--- config.mk ---
export PLATFORM = sky130hd
export DESIGN_NAME = acc_cpu_core
export DESIGN_NICKNAME = d
export VERILOG_FILES = /design/src/rtl/acc_cpu_pkg.sv /design/src/rtl/acc_cpu_ram.sv /design/src/rtl/acc_cpu_decode.sv /design/src/rtl/acc_cpu_alu.sv /design/src/rtl/acc_cpu_core.sv
export SDC_FILE = /design/constraint.sdc
export NUM_CORES = 1
export LEC_CHECK = 0
export BUFFER_PORTS_ARGS = -buffer_cell sky130_fd_sc_hd__buf_4
export CORE_ASPECT_RATIO = 1.2
export CORE_MARGIN = 2
export CORE_UTILIZATION = 34
export CTS_CLUSTER_SIZE = 20
export DETAILED_ROUTE_END_ITERATION = 8
export SYNTH_ARGS = -nofsm -noshare
export SYNTH_HDL_FRONTEND = slang
export SYNTH_SLANG_ARGS = --single-unit
--- constraint.sdc ---
create_clock -name clk -period 10.2 [get_ports clk]
set_input_delay 3.06 -clock clk [delete_from_list [all_inputs] [get_ports clk]]
set_output_delay 3.06 -clock clk [all_outputs]
set_load 0.02 [all_outputs]
--- src/rtl/acc_cpu_pkg.sv ---
package acc_cpu_pkg;

  typedef enum logic [2:0] {
    OP_HALT  = 3'b000,
    OP_LOAD  = 3'b001,
    OP_ADD   = 3'b010,
    OP_SUB   = 3'b011,
    OP_STORE = 3'b100,
    OP_JUMP  = 3'b101
  } opcode_e;

  typedef enum logic {
    ALU_ADD = 1'b0,
    ALU_SUB = 1'b1
  } alu_op_e;

  typedef enum logic [1:0] {
    ST_FETCH  = 2'd0,
    ST_DECODE = 2'd1,
    ST_EXEC   = 2'd2,
    ST_HALT   = 2'd3
  } phase_e;

  typedef struct packed {
    alu_op_e alu_op;
    logic    zero_left;
    logic    use_imm;
    logic    acc_we;
    logic    mem_we;
    logic    pc_load;
    logic    stop;
  } ctrl_t;

endpackage

--- src/rtl/acc_cpu_ram.sv ---
module acc_cpu_ram #(
  parameter int ADDR_W = 6,
  parameter int DATA_W = 10
) (
  input  logic              clk,
  input  logic [ADDR_W-1:0] core_addr,
  input  logic              core_we,
  input  logic [DATA_W-1:0] core_wdata,
  output logic [DATA_W-1:0] core_rdata,
  input  logic [ADDR_W-1:0] pl_addr,
  input  logic              pl_we,
  input  logic [DATA_W-1:0] pl_wdata,
  output logic [DATA_W-1:0] pl_rdata
);
  localparam int DEPTH = 1 << ADDR_W;

  logic [DATA_W-1:0] mem_q [DEPTH];

  // read-first on both ports; the preload port wins a write collision
  always_ff @(posedge clk) begin
    core_rdata <= mem_q[core_addr];
    pl_rdata   <= mem_q[pl_addr];
    if (pl_we) begin
      mem_q[pl_addr] <= pl_wdata;
    end else if (core_we) begin
      mem_q[core_addr] <= core_wdata;
    end
  end

endmodule

--- src/rtl/acc_cpu_decode.sv ---
module acc_cpu_decode
  import acc_cpu_pkg::*;
(
  input  logic [2:0] opcode_i,
  input  logic       mode_i,
  output ctrl_t      ctrl_o
);

  always_comb begin
    ctrl_o           = '0;
    ctrl_o.alu_op    = ALU_ADD;
    ctrl_o.use_imm   = mode_i;
    case (opcode_e'(opcode_i))
      OP_LOAD: begin
        ctrl_o.zero_left = 1'b1;
        ctrl_o.acc_we    = 1'b1;
      end
      OP_ADD: begin
        ctrl_o.acc_we    = 1'b1;
      end
      OP_SUB: begin
        ctrl_o.alu_op    = ALU_SUB;
        ctrl_o.acc_we    = 1'b1;
      end
      OP_STORE: begin
        ctrl_o.use_imm   = 1'b0;
        ctrl_o.mem_we    = 1'b1;
      end
      OP_JUMP: begin
        ctrl_o.use_imm   = 1'b0;
        ctrl_o.pc_load   = 1'b1;
      end
      default: begin
        // halt and both spare codes
        ctrl_o.use_imm   = 1'b0;
        ctrl_o.stop      = 1'b1;
      end
    endcase
  end

endmodule

--- src/rtl/acc_cpu_alu.sv ---
module acc_cpu_alu
  import acc_cpu_pkg::*;
#(
  parameter int W = 10
) (
  input  alu_op_e      op_i,
  input  logic         zero_left_i,
  input  logic [W-1:0] acc_i,
  input  logic [W-1:0] val_i,
  output logic [W-1:0] res_o
);

  function automatic logic [W-1:0] add_sub(alu_op_e op, logic [W-1:0] a,
                                           logic [W-1:0] b);
    logic [W-1:0] r;
    if (op == ALU_SUB) r = a - b;
    else               r = a + b;
    return r;
  endfunction

  logic [W-1:0] left;

  always_comb begin
    left  = zero_left_i ? '0 : acc_i;
    res_o = add_sub(op_i, left, val_i);
  end

endmodule

--- src/rtl/acc_cpu_core.sv ---
module acc_cpu_core
  import acc_cpu_pkg::*;
#(
  parameter int ADDR_W = 6,
  parameter int WORD_W = 10
) (
  input  logic              clk,
  input  logic              rst_n,
  input  logic              pl_we,
  input  logic [ADDR_W-1:0] pl_addr,
  input  logic [WORD_W-1:0] pl_wdata,
  output logic [WORD_W-1:0] pl_rdata,
  output logic              halted,
  output logic [WORD_W-1:0] acc_out
);
  localparam int OPC_W   = 3;
  localparam int OP_LSB  = WORD_W - OPC_W;
  localparam int MODE_B  = ADDR_W;
  localparam int EXT_W   = WORD_W - ADDR_W;

  phase_e            state_q, state_d;
  logic [ADDR_W-1:0] pc_q;
  logic [WORD_W-1:0] ir_q;
  logic [WORD_W-1:0] acc_q;

  logic [ADDR_W-1:0] ram_addr;
  logic [WORD_W-1:0] ram_rdata;
  logic [OPC_W-1:0]  ir_opcode;
  logic              ir_mode;
  logic [ADDR_W-1:0] ir_operand;
  ctrl_t             ctrl;
  logic [WORD_W-1:0] operand_val;
  logic [WORD_W-1:0] alu_res;

  // named internal events
  logic exec_fire;
  logic acc_we_evt;
  logic mem_we_evt;
  logic jump_evt;
  logic halt_evt;

  assign ir_opcode  = ir_q[WORD_W-1:OP_LSB];
  assign ir_mode    = ir_q[MODE_B];
  assign ir_operand = ir_q[ADDR_W-1:0];

  assign exec_fire  = (state_q == ST_EXEC);
  assign acc_we_evt = exec_fire && ctrl.acc_we;
  assign mem_we_evt = exec_fire && ctrl.mem_we;
  assign jump_evt   = exec_fire && ctrl.pc_load;
  assign halt_evt   = exec_fire && ctrl.stop;

  acc_cpu_decode u_dec (
    .opcode_i (ir_opcode),
    .mode_i   (ir_mode),
    .ctrl_o   (ctrl)
  );

  // operand multiplexer: immediate or memory word
  assign operand_val = ctrl.use_imm ? {{EXT_W{1'b0}}, ir_operand} : ram_rdata;

  acc_cpu_alu #(.W(WORD_W)) u_alu (
    .op_i        (ctrl.alu_op),
    .zero_left_i (ctrl.zero_left),
    .acc_i       (acc_q),
    .val_i       (operand_val),
    .res_o       (alu_res)
  );

  // RAM address selection per phase
  always_comb begin
    case (state_q)
      ST_FETCH:  ram_addr = pc_q;
      ST_DECODE: ram_addr = ram_rdata[ADDR_W-1:0];
      ST_EXEC:   ram_addr = ir_operand;
      default:   ram_addr = pc_q;
    endcase
  end

  acc_cpu_ram #(.ADDR_W(ADDR_W), .DATA_W(WORD_W)) u_ram (
    .clk        (clk),
    .core_addr  (ram_addr),
    .core_we    (mem_we_evt),
    .core_wdata (acc_q),
    .core_rdata (ram_rdata),
    .pl_addr    (pl_addr),
    .pl_we      (pl_we),
    .pl_wdata   (pl_wdata),
    .pl_rdata   (pl_rdata)
  );

  always_comb begin
    case (state_q)
      ST_FETCH:  state_d = ST_DECODE;
      ST_DECODE: state_d = ST_EXEC;
      ST_EXEC:   state_d = ctrl.stop ? ST_HALT : ST_FETCH;
      default:   state_d = ST_HALT;
    endcase
  end

  always_ff @(posedge clk or negedge rst_n) begin
    if (!rst_n) begin
      state_q <= ST_FETCH;
      pc_q    <= '0;
      ir_q    <= '0;
      acc_q   <= '0;
    end else begin
      state_q <= state_d;
      if (state_q == ST_DECODE) ir_q <= ram_rdata;
      if (acc_we_evt) acc_q <= alu_res;
      if (jump_evt) begin
        pc_q <= ir_operand;
      end else if (exec_fire && !ctrl.stop) begin
        pc_q <= pc_q + 1'b1;
      end
    end
  end

  assign halted  = (state_q == ST_HALT);
  assign acc_out = acc_q;

  AST_PC_STEP: assert property (@(posedge clk) disable iff (!rst_n)
    (exec_fire && !jump_evt && !halt_evt) |=> (pc_q == ADDR_W'($past(pc_q) + 1'b1)));
  AST_JUMP_TARGET: assert property (@(posedge clk) disable iff (!rst_n)
    jump_evt |=> (pc_q == $past(ir_operand)));
  AST_HALT_FROZEN: assert property (@(posedge clk) disable iff (!rst_n)
    halted |=> (halted && $stable(acc_q) && $stable(pc_q)));
  AST_STORE_KEEPS_ACC: assert property (@(posedge clk) disable iff (!rst_n)
    mem_we_evt |=> $stable(acc_q));
  AST_ONE_EFFECT: assert property (@(posedge clk) disable iff (!rst_n)
    $onehot0({acc_we_evt, mem_we_evt, jump_evt, halt_evt}));
  AST_PHASE_ORDER: assert property (@(posedge clk) disable iff (!rst_n)
    (state_q == ST_FETCH) |=> (state_q == ST_DECODE));
  AST_EXEC_AFTER_DECODE: assert property (@(posedge clk) disable iff (!rst_n)
    (state_q == ST_DECODE) |=> exec_fire);

endmodule

==> metrics list <==
- Across every metal layer, demand over resource in global routing totals 19.85%.
- Largest delay contributor family on the critical path: simple AND/OR/NAND/NOR gates
- After clock tree synthesis, the setup repair step added 0 buffers.
* Post-DRT Antenna Nets: 0
- CTS root buffer: sky130_fd_sc_hd__clkbuf_16
- The flow ran to the end, and the final reports show no timing, DRC or antenna violations.
* Antenna Diode Count: 0
- In this run, the combinational gates consume 50.8% of the power.
- At the end of the flow, the number of nets in the layout was 2200.
- Largest area contributor in the synthesized netlist: sky130_fd_sc_hd__edfxtp_1
- Residual overflow from global routing: 0
- Deepest level of the CTS H-tree: 3
- For this run, asynchronously set or reset flops after synthesis account for 4.070%.
* # port buffers: 39
* Mapped Avg Cell Area: 15.39 sq um
* Maximum number of pins on one net before global-route repair: 126
- Endpoint arrival time on the critical path: 6.35 ns
* Final worst path period need: 6.133 ns
* Synth Flop Type: sky130_fd_sc_hd__edfxtp_1
- The worst hold path belongs to the class flip-flop to flip-flop.
* Number of cells in the design after placement: 3376
- Final clock skew: 0.02528 ns
* Biggest fanout along the worst timing path: 15
- Wire length per cell after detailed routing: 29.00 microns
* Max-capacitance violation count: 0
* Final routed DRC violation total: 0
- Unrepaired setup endpoints after global routing: false
- Cell area power density: 325.3 nW/um^2
* Floorplan Core Area: 98060 sq um
- The initialized floorplan defines 126 standard-cell rows.
- The floorplan step set the die width to 290.5 microns.
* Endpoint kind of the worst setup timing path: flip-flop
- The critical path is of the primary input to flip-flop type.
- Hold repair after CTS inserted 0 buffers.
* Via count normalized by instance count: 5.951
- Transition time at the pin with the least slew margin: 1.149 ns
* Final Hold Fails: 0
- The count of pins over their slew limit is 0.
- Synth top cells by count: sky130_fd_sc_hd__edfxtp_1 (640), sky130_fd_sc_hd__nand2_1 (257), sky130_fd_sc_hd__mux2i_1 (245)
- Share of final-layout standard cells stronger than drive strength 1: 21.66%
* Count of flip-flops with a built-in enable after synthesis: 640
- Based on the critical path, the design can be clocked at up to 163.1 MHz.
- Across all layers, the routed design uses 20800 vias.
- The number of antenna violations at the first check in global routing is 1.
- Clock transition at the registers of the reported paths: 0.06 ns
* Non-filler cells, final: 3496
* Weighted congestion reported at the end of routability-driven placement: 0.8561
* Mapped Nets: 2211
- Max IR drop VDD: 0.5867 mV
- The cell count after synthesis came out at 2176.
- For this design the static power due to leakage is 12.17 nW.
- The Yosys step of the flow raised 0 warnings.
- Walking the worst path, the cells encountered are buf_4 -> nor4_4 -> mux2i_1 -> nor4b_1 -> nand2b_1 -> nor2_1.
- Clock Path Buffers: 3
* Placed wire-length estimate after detailed placement: 64020 microns
- The floorplan step defined a die boundary enclosing 101100 sq um.
* Setup-violating endpoint count in the final report: 0
- The number of global-route vias before repair is 20910.
- Fin util: 38.07%
* Critical Path RT: 10.42 ns
- In this run, the clock network consumes 21.2% of the power.
* Internal power summed over all cells: 0.006886 W
- The area growth from synthesis to layout is 11.47%.
* Top area cells in the synthesized netlist: sky130_fd_sc_hd__edfxtp_1 (57%), sky130_fd_sc_hd__mux4_2 (15%), sky130_fd_sc_hd__mux2i_1 (7.3%)
- After the first detailed-routing iteration, the DRC count stood at 2127.
- Skew-Pair Late Insertion Delay: 0.62 ns
- Number of sinks handled by clock tree synthesis: 688
- Clock tree from TritonCTS: built
- Of the post-synthesis cell area, the dominant cell type holds 57.38%.
* Max transition margin: 23.34%
- After synthesis the netlist holds a flip-flop and latch count of 688.
- In the final timing run, aggregate negative setup slack is 0 ns.
- In this run, post-CTS repair resized a total of 0 instances.
* Top-count cell post-synth: sky130_fd_sc_hd__edfxtp_1
- The mapped netlist covers 33490 sq um.
* Proportion of power drawn by flip-flops and latches: 28.0%
* Category of the worst setup path launch point: primary input
* Library cell contributing the largest single delay on the critical path: sky130_fd_sc_hd__nor2_1
- Total buffers and inverters traversed by the critical path: 1
- The first detailed-routing pass took 5 iterations.
* Post-synthesis sequential area ratio: 60.66%
- The first global-routing pass estimated 147000 microns of wire.
- In this run, distinct cell masters in the synthesized netlist total 60.
* Initial core utilization: 34.16%
- In this run the count of I/O pins placed on the die edge is 40.
* Vertical die dimension: 347.8 microns
- Of the total power, the share spent switching nets is 43.30%.
- For this design the total switching power over the nets is 0.005258 W.
- The number of clock buffers added by TritonCTS is 67.
- After detailed routing, the total wire length is 101400 microns.
- Final worst-path cycle share: 60.12%
- In this design, the stage delay of the slowest critical-path cell is 0.89 ns.
[final timing paths]
kind,start,end,slack [ns],cells after the start
worst min-delay path,u_ram.core_rdata[9],ir_q[9],0.52,1
max in group asynchronous,rst_n,ir_q[1],7.55,1
worst max register to register,state_q[1],u_ram.core_rdata[9],4.79,11
min in group asynchronous,rst_n,pc_q[1],2.36,1
worst max-delay path,pl_we,u_ram.mem_q[46][2],4.07,6
worst min register to register,u_ram.core_rdata[9],ir_q[9],0.52,1
[state kept, by name, summed over array words and instances (netlist names)]
signal            cells
u_ram.mem_q         640
ir_q                 10
u_ram.core_rdata     10
u_ram.pl_rdata       10
state_q               2
pc_q                  6
acc_out              10
[worst register-to-register path, delay by kind of cell (launching register included)]
family,cells,cell delay [ns]
buf+inv,3,1.72
compound gates,4,1.29
fa+ha+maj,1,0.69
mux,1,0.63
simple gates,2,0.56
flops,1,0.40
[metrics by stage]
stage / hold slack, ns / setup WS (ns) / total power [W] / instance area, sq um
global placement: 0.5155 / 3.454 / 0.009450 / 35090
CTS: 0.5121 / 4.130 / 0.01212 / 37340
finish: 0.5238 / 4.067 / 0.01214 / 37340
detailed placement: 0.4963 / 3.501 / 0.009548 / 35090
global route: 0.5662 / 3.872 / 0.01263 / 37340
floorplan: 0.4624 / 4.772 / 0.007577 / 33490
[layout make-up]
cell class                      instances  area [sq um]
Multi-Input combinational cell       1307         12430
Tap cell                             1280          1602
Inverter                               13         48.80
Sequential cell                       688         20320
Clock buffer                           79          1817
Fill cell                            9010         60720
Clock inverter                         41         425.4
Timing Repair Buffer                   88         696.9
[placed cells by master, fill, tap and decap left out, types with 10 or more instances in the layout]
| master | netlist | routed |
|---|---|---|
| sky130_fd_sc_hd__a211o_1 | 11 | 11 |
| sky130_fd_sc_hd__a211oi_1 | 14 | 14 |
| sky130_fd_sc_hd__a21oi_1 | 63 | 63 |
| sky130_fd_sc_hd__a311oi_1 | 10 | 10 |
| sky130_fd_sc_hd__a32oi_1 | 20 | 20 |
| sky130_fd_sc_hd__and2_1 | 10 | 10 |
| sky130_fd_sc_hd__buf_4 | 14 | 84 |
| sky130_fd_sc_hd__clkbuf_16 | 0 | 71 |
| sky130_fd_sc_hd__clkinv_2 | 0 | 14 |
| sky130_fd_sc_hd__dfrtp_1 | 28 | 28 |
| sky130_fd_sc_hd__dfxtp_1 | 20 | 20 |
| sky130_fd_sc_hd__edfxtp_1 | 640 | 640 |
| sky130_fd_sc_hd__ha_1 | 15 | 15 |
| sky130_fd_sc_hd__inv_1 | 13 | 13 |
| sky130_fd_sc_hd__mux2_2 | 10 | 10 |
| sky130_fd_sc_hd__mux2i_1 | 245 | 244 |
| sky130_fd_sc_hd__mux4_2 | 230 | 230 |
| sky130_fd_sc_hd__nand2_1 | 257 | 247 |
| sky130_fd_sc_hd__nand2_2 | 0 | 10 |
| sky130_fd_sc_hd__nand2b_1 | 10 | 10 |
| sky130_fd_sc_hd__nand3_1 | 90 | 90 |
| sky130_fd_sc_hd__nor2_1 | 91 | 75 |
| sky130_fd_sc_hd__nor2_2 | 0 | 16 |
| sky130_fd_sc_hd__nor3_1 | 10 | 10 |
| sky130_fd_sc_hd__nor3b_1 | 12 | 12 |
| sky130_fd_sc_hd__o2111ai_1 | 20 | 20 |
| sky130_fd_sc_hd__o211a_1 | 12 | 12 |
| sky130_fd_sc_hd__o211ai_1 | 38 | 38 |
| sky130_fd_sc_hd__o21ai_0 | 31 | 31 |
| sky130_fd_sc_hd__o22ai_1 | 20 | 20 |
| sky130_fd_sc_hd__or2_2 | 11 | 11 |
[kinds of logic (layout without fill, tap and decap cells)]
family / Yosys count / in the layout / share of synthesized area [%]
xor+xnor: 12 / 12 / 0.3138
buf+inv: 181 / 221 / 2.559
simple gates: 515 / 515 / 6.810
fa+ha+maj: 16 / 16 / 0.6201
mux: 486 / 486 / 23.16
compound gates: 278 / 278 / 5.869
flops: 688 / 688 / 60.66
[power by group through the flow]
stage	clock network (W)	logic [W]	registers, W
after floorplan	0	0.00417	0.00341
after global placement	0	0.00600	0.00345
after detailed placement	0	0.00609	0.00345
after CTS	0.00261	0.00611	0.00339
after global routing	0.00272	0.00650	0.00341
final	0.00258	0.00617	0.00340
[layer usage]
layer / global-route usage, % / up-vias / wire length [microns] / share of wire (%)
met5: 0 / - / 14 / 0.014
met4: 10.12 / 2 / 5236 / 5.2
met3: 3.077 / 199 / 7503 / 7.4
met2: 33.43 / 1075 / 49790 / 49
met1: 24.88 / 10850 / 38840 / 38
li1: - / 8679 / - / -
Note: power is estimated with default switching activity, not from simulation.
